$ cat src/rtl/sysctl_regs.sv
module sysctl_regs #(
  parameter int          DW         = 32,
  parameter int          RW         = 4,
  parameter int          OW         = 5,
  parameter logic [31:0] ID_WORD    = 32'h4F10_0001,
  parameter logic [31:0] CTYPE_WORD = 32'h0011_2233
) (
  input  logic          clk,
  input  logic          rst,
  input  logic          wr_en,
  input  logic          rd_en,
  input  logic [RW-1:0] reg_sel,
  input  logic [OW-1:0] op_sel,
  input  logic [DW-1:0] wr_data,
  output logic [DW-1:0] rd_data,
  output logic [DW-1:0] ctl_q,
  output logic [DW-1:0] ptb_q,
  output logic [DW-1:0] fsr_q,
  output logic [DW-1:0] far_q,
  output logic [7:0]    cache_req,
  output logic [DW-1:0] line_addr,
  output logic          tlb_flush,
  output logic          illegal
);
  localparam int NCOP = 8;

  logic            op0;
  logic [DW-1:0]   rd_val;
  logic            rd_ok;
  logic            wr_ok;
  logic [NCOP-1:0] cop_d;
  logic            tlb_d;
  logic            line_op;

  assign op0 = (op_sel == '0);

  always_comb begin
    rd_val = '0;
    rd_ok  = 1'b0;
    case (reg_sel)
      RW'(0): begin
        if (op_sel == OW'(0)) begin rd_val = ID_WORD;    rd_ok = 1'b1; end
        if (op_sel == OW'(1)) begin rd_val = CTYPE_WORD; rd_ok = 1'b1; end
      end
      RW'(1): if (op0) begin rd_val = ctl_q; rd_ok = 1'b1; end
      RW'(2): if (op0) begin rd_val = ptb_q; rd_ok = 1'b1; end
      RW'(3): if (op0) begin rd_val = fsr_q; rd_ok = 1'b1; end
      RW'(4): if (op0) begin rd_val = far_q; rd_ok = 1'b1; end
      default: ;
    endcase
  end

  assign rd_data = rd_en ? rd_val : '0;

  always_comb begin
    cop_d = '0;
    tlb_d = 1'b0;
    wr_ok = 1'b0;
    case (reg_sel)
      RW'(1), RW'(2), RW'(3), RW'(4): wr_ok = op0;
      RW'(5): begin
        wr_ok = 1'b1;
        case (op_sel)
          OW'(28): cop_d[0] = 1'b1;
          OW'(20): cop_d[1] = 1'b1;
          OW'(12): cop_d[2] = 1'b1;
          OW'(10): cop_d[3] = 1'b1;
          OW'(14): cop_d[4] = 1'b1;
          OW'(13): cop_d[5] = 1'b1;
          OW'(11): cop_d[6] = 1'b1;
          OW'(15): cop_d[7] = 1'b1;
          default: wr_ok = 1'b0;
        endcase
      end
      RW'(6): begin
        tlb_d = (op_sel >= OW'(2)) && (op_sel <= OW'(6));
        wr_ok = tlb_d;
      end
      default: ;
    endcase
  end

  assign line_op = |cop_d[7:5];

  always_ff @(posedge clk) begin
    if (rst) begin
      ctl_q     <= '0;
      ptb_q     <= '0;
      fsr_q     <= '0;
      far_q     <= '0;
      cache_req <= '0;
      tlb_flush <= 1'b0;
      illegal   <= 1'b0;
    end else begin
      if (wr_en && op0 && reg_sel == RW'(1)) ctl_q <= wr_data;
      if (wr_en && op0 && reg_sel == RW'(2)) ptb_q <= wr_data;
      if (wr_en && op0 && reg_sel == RW'(3)) fsr_q <= wr_data;
      if (wr_en && op0 && reg_sel == RW'(4)) far_q <= wr_data;
      cache_req <= wr_en ? cop_d : '0;
      tlb_flush <= wr_en && tlb_d;
      illegal   <= (wr_en && !wr_ok) || (rd_en && !rd_ok);
    end
  end

  always_ff @(posedge clk) begin
    if (wr_en && line_op) line_addr <= wr_data;
  end

  a_r5_req_onehot: assert property (@(posedge clk) disable iff (rst)
    $onehot0(cache_req));

  a_r8_no_strobe_without_write: assert property (@(posedge clk) disable iff (rst)
    !wr_en |=> (cache_req == '0 && !tlb_flush));

  a_r2_ptb_lands: assert property (@(posedge clk) disable iff (rst)
    (wr_en && reg_sel == RW'(2) && op_sel == '0) |=> ptb_q == $past(wr_data));

  a_r10_ctl_holds: assert property (@(posedge clk) disable iff (rst)
    !(wr_en && reg_sel == RW'(1) && op_sel == '0) |=> $stable(ctl_q));

  a_r10_far_holds: assert property (@(posedge clk) disable iff (rst)
    !(wr_en && reg_sel == RW'(4) && op_sel == '0) |=> $stable(far_q));

  a_r6_line_loaded: assert property (@(posedge clk) disable iff (rst)
    (wr_en && reg_sel == RW'(5) && op_sel == OW'(13)) |=> line_addr == $past(wr_data));

  a_r9_bad_read_zero: assert property (@(posedge clk) disable iff (rst)
    (rd_en && reg_sel > RW'(4)) |-> rd_data == '0);

  a_r11_idle_read_zero: assert property (@(posedge clk) disable iff (rst)
    !rd_en |-> rd_data == '0);

  a_r7_tlb_excl: assert property (@(posedge clk) disable iff (rst)
    tlb_flush |-> cache_req == '0);
endmodule

$ cat config.mk
export PLATFORM = sky130hd
export DESIGN_NAME = sysctl_regs
export DESIGN_NICKNAME = d
export VERILOG_FILES = /design/src/rtl/sysctl_regs.sv
export SDC_FILE = /design/constraint.sdc
export NUM_CORES = 1
export LEC_CHECK = 0
export ABC_AREA = 1
export BUFFER_PORTS_ARGS = -buffer_cell sky130_fd_sc_hd__buf_2
export CAP_MARGIN = 20
export CELL_PAD_IN_SITES_DETAIL_PLACEMENT = 1
export CELL_PAD_IN_SITES_GLOBAL_PLACEMENT = 1
export CORE_AREA = 2 2 150 152
export CTS_CLUSTER_DIAMETER = 40
export DETAILED_ROUTE_END_ITERATION = 8
export DIE_AREA = 0 0 152 154
export GPL_ROUTABILITY_DRIVEN = 0
export HOLD_SLACK_MARGIN = 0.06
export PLACE_DENSITY = 0.86
export SYNTH_ARGS = -nofsm -noshare
export SYNTH_HDL_FRONTEND = slang
export SYNTH_SLANG_ARGS = --single-unit
export TNS_END_PERCENT = 5
$ cat constraint.sdc
create_clock -name clk -period 3.7 [get_ports clk]
set_clock_uncertainty 0.15 [all_clocks]
set_input_delay 0.37 -clock clk [delete_from_list [all_inputs] [get_ports clk]]
set_output_delay 0.37 -clock clk [all_outputs]
set_load 0.01 [all_outputs]
==> impl_metrics.tcl <==
set metrics [dict create \
    status "finished clean" \
    yosys_warnings 0 \
    start_util_pct 31.5 \
    tightest_slew_ns 0.820 \
    drive_above_1_share_pct 27.1 \
    synthesis.area_mm2 0.00683 \
    dr_total_vias 7175 \
    relSlewSlack_pct 45.2 \
    slowest_delay_ns 0.53 \
    netlist_instances 867 \
    end_kind "primary output" \
    post-route-period-util_pct 81.5 \
    p_per_area_mw_per_mm2 417 \
    r2r_start "ctl_q[21]$_SDFFE_PP0P_" \
    syn_nets 912 \
    stdcell_count 1419 \
    setup_viol 0 \
    post-cts-setup-buffers 0 \
    slew_viol_final 0 \
    tritoncts "done" \
    post-place-ws_ns 0.810 \
    fmax_mhz 332 \
    reg2reg_depth 2 \
    power_mw 3.83 \
    crit_end "rd_data[0]" \
    grt_max_degree 53 \
    clk_latency_ns 0.42 \
    grt_util_all_layers_pct 22.5 \
    p_sw_uw 982 \
    cp_num_buf_inv 5 \
    crit_chain "dlygate4sd3_1 > buf_2 > inv_1 > nand2_2 > nor2_4 > o211ai_1 > buf_4 > o21ai_0 > buf_2" \
    p_int_mw 2.85 \
    vias_per_cell 5.06 \
    first_global_vias 7395 \
    drtPass1Iterations 5 \
    synthTopCellsByArea "dfxtp_1 (40%), nor2_1 (15%), edfxtp_1 (14%), o21ai_0 (9.8%), nand2_1 (7.2%)" \
    final_cell_mix "nor2_1 (272), buf_2 (246), dfxtp_1 (138), o21ai_0 (134), nand2_1 (131)" \
    synth.top_cell.area_share_pct 40.5 \
    dp_cells 1354 \
    syn_area_per_cell_um2 7.87 \
    maxCapViolCount 0 \
    antenna_found_initial 0 \
    seq_area_frac_synth_pct 54.6 \
    drt-initial-drc-count 338 \
    post-route-cell-area_mm2 0.00919 \
    wl_per_cell_um 18.8 \
    combPwrFrac_pct 4.8 \
    startpoint_type "input port" \
    hp-class "input port to flip-flop" \
    place_area_mm2 0.00828 \
    hold_violations 0 \
    layout_commonest_cell "nor2_1" \
    p_clk_share_pct 46.0 \
    h-tree-depth 4 \
    post_cts_resized 0 \
    n_antenna_cell 0 \
    ios 247 \
    ys_ff_latch 170 \
    ant_nets 0 \
    grt_pass1_wl_mm 41.6 \
    hold_buffers 33 \
    root_buffer "clkbuf_16" \
    clkTransAtPathRegs_ns 0.07 \
    drt-total-wl_mm 26.7 \
    r2r_setup_slack_ns 2.82 \
    yosysTopAreaCell "dfxtp_1" \
    numPortBuffers 246 \
    worst-path-max-fanout 18 \
    r2r-end "ctl_q[21]$_SDFFE_PP0P_" \
    dpl.hpwl_mm 17.5 \
    clock-sinks 170 \
    dieArea_mm2 0.0234 \
    die_y_um 154 \
    clockBufferDepth 2 \
    coreArea_mm2 0.0217 \
    cp_data_required_time_ns 3.18 \
    hold_ws_ns 0.107 \
    num_rows 54 \
    critPathTopFamily "buffers and inverters" \
    setup_slack_ns 0.686 \
    critPathKind "input port to primary output" \
    cp_slowest_cell "dlygate4sd3_1" \
    final_core_util_pct 42.4 \
    power_frac_seq_pct 49.2 \
    ir_worst_vdd_uv 291 \
    worstPathArrival_ns 2.49 \
    cts_buffers 17 \
    yosys.cell_types.count 25 \
    cp_num_cells 9 \
    final_nets 1171 \
    crit_path_start "op_sel[2]" \
    p_leak_nw 3.98 \
    drc 0 \
    swShare_pct 25.6 \
    grt.overflow.total 0 \
    die_x_um 152 \
    final.setup.tns_ns 0 \
    path_common_cell "buf_2" \
    period_minus_slack_ns 3.01 \
    rsz0062_at_grt "no" \
    area_growth_pct 34.6 \
]
-- flip-flops by register name (all words and copies together), names as in the netlist --
name / flops
ctl_q: 32
illegal: 1
line_addr: 32
cache_req: 8
fsr_q: 32
ptb_q: 32
tlb_flush: 1
far_q: 32
-- power by group through the flow --
stage / Combinational, mW / Clock (mW) / Sequential (mW)
after detailed placement: 0.154 / 0 / 1.93
after global placement: 0.150 / 0 / 1.93
after CTS: 0.182 / 1.79 / 1.89
final: 0.184 / 1.76 / 1.89
after floorplan: 0.0706 / 0 / 1.93
after global routing: 0.203 / 1.88 / 1.89
-- layout make-up --
| cell class | instances | area (um2) |
|---|---|---|
| tap | 280 | 350 |
| clock buffer | 17 | 425 |
| multi-input combinational | 621 | 2760 |
| fill | 2697 | 12500 |
| clock inverter | 15 | 146 |
| timing repair buffer | 293 | 1690 |
| sequential | 170 | 3720 |
| inverter | 23 | 86.3 |
-- cells by family after synthesis --
| family | Yosys count | share of synthesized area [%] |
|---|---|---|
| flops | 170 | 54.6 |
| buf+inv | 76 | 5.28 |
| simple gates | 442 | 25.7 |
| compound gates | 179 | 14.5 |
-- synth_stat cells --
master / number
nor4_1: 1
buf_4: 9
inv_1: 19
buf_2: 12
edfxtp_1: 32
nand2_2: 2
o211ai_1: 1
buf_6: 3
and3_1: 1
a41oi_1: 24
a21oi_1: 14
nor2_2: 3
nor2_1: 272
clkbuf_1: 28
o21ai_1: 6
nand4_1: 2
nor2_4: 3
nor3_1: 8
o21ai_0: 134
nand2_1: 131
inv_2: 4
nand3_2: 3
clkbuf_4: 1
dfxtp_1: 138
nand3_1: 16
-- worst reg2reg max path, cell delays in order (launching register included) --
cell     delay, ns
dfxtp_1       0.33
o21ai_0       0.22
nor2_1        0.07
-- routing by layer --
| metal | up-vias | track usage (%) | share of wire [%] |
|---|---|---|---|
| li1 | 3373 | - | - |
| met1 | 3508 | 27.9 | 43 |
| met2 | 249 | 38.8 | 49 |
| met3 | 45 | 4.62 | 5.5 |
| met4 | 0 | 7.65 | 2.1 |
| met5 | - | 0 | 0 |
-- worst min-delay path by stage --
stage / cells past startpoint / slack, ns / startpoint / endpoint
5_1_grt: 3 / 0.12 / rd_en / illegal$_SDFF_PP0_
2_1_floorplan: 1 / 0.30 / op_sel[2] / cache_req[6]$_SDFF_PP0_
6_report: 3 / 0.11 / rd_en / illegal$_SDFF_PP0_
4_1_cts: 3 / 0.07 / rd_en / illegal$_SDFF_PP0_
3_3_place_gp: 2 / 0.34 / ptb_q[5]$_SDFFE_PP0P_ / ptb_q[5]$_SDFFE_PP0P_
3_5_place_dp: 2 / 0.35 / far_q[16]$_SDFFE_PP0P_ / far_q[16]$_SDFFE_PP0P_
Power figures use the tool's default switching activity.
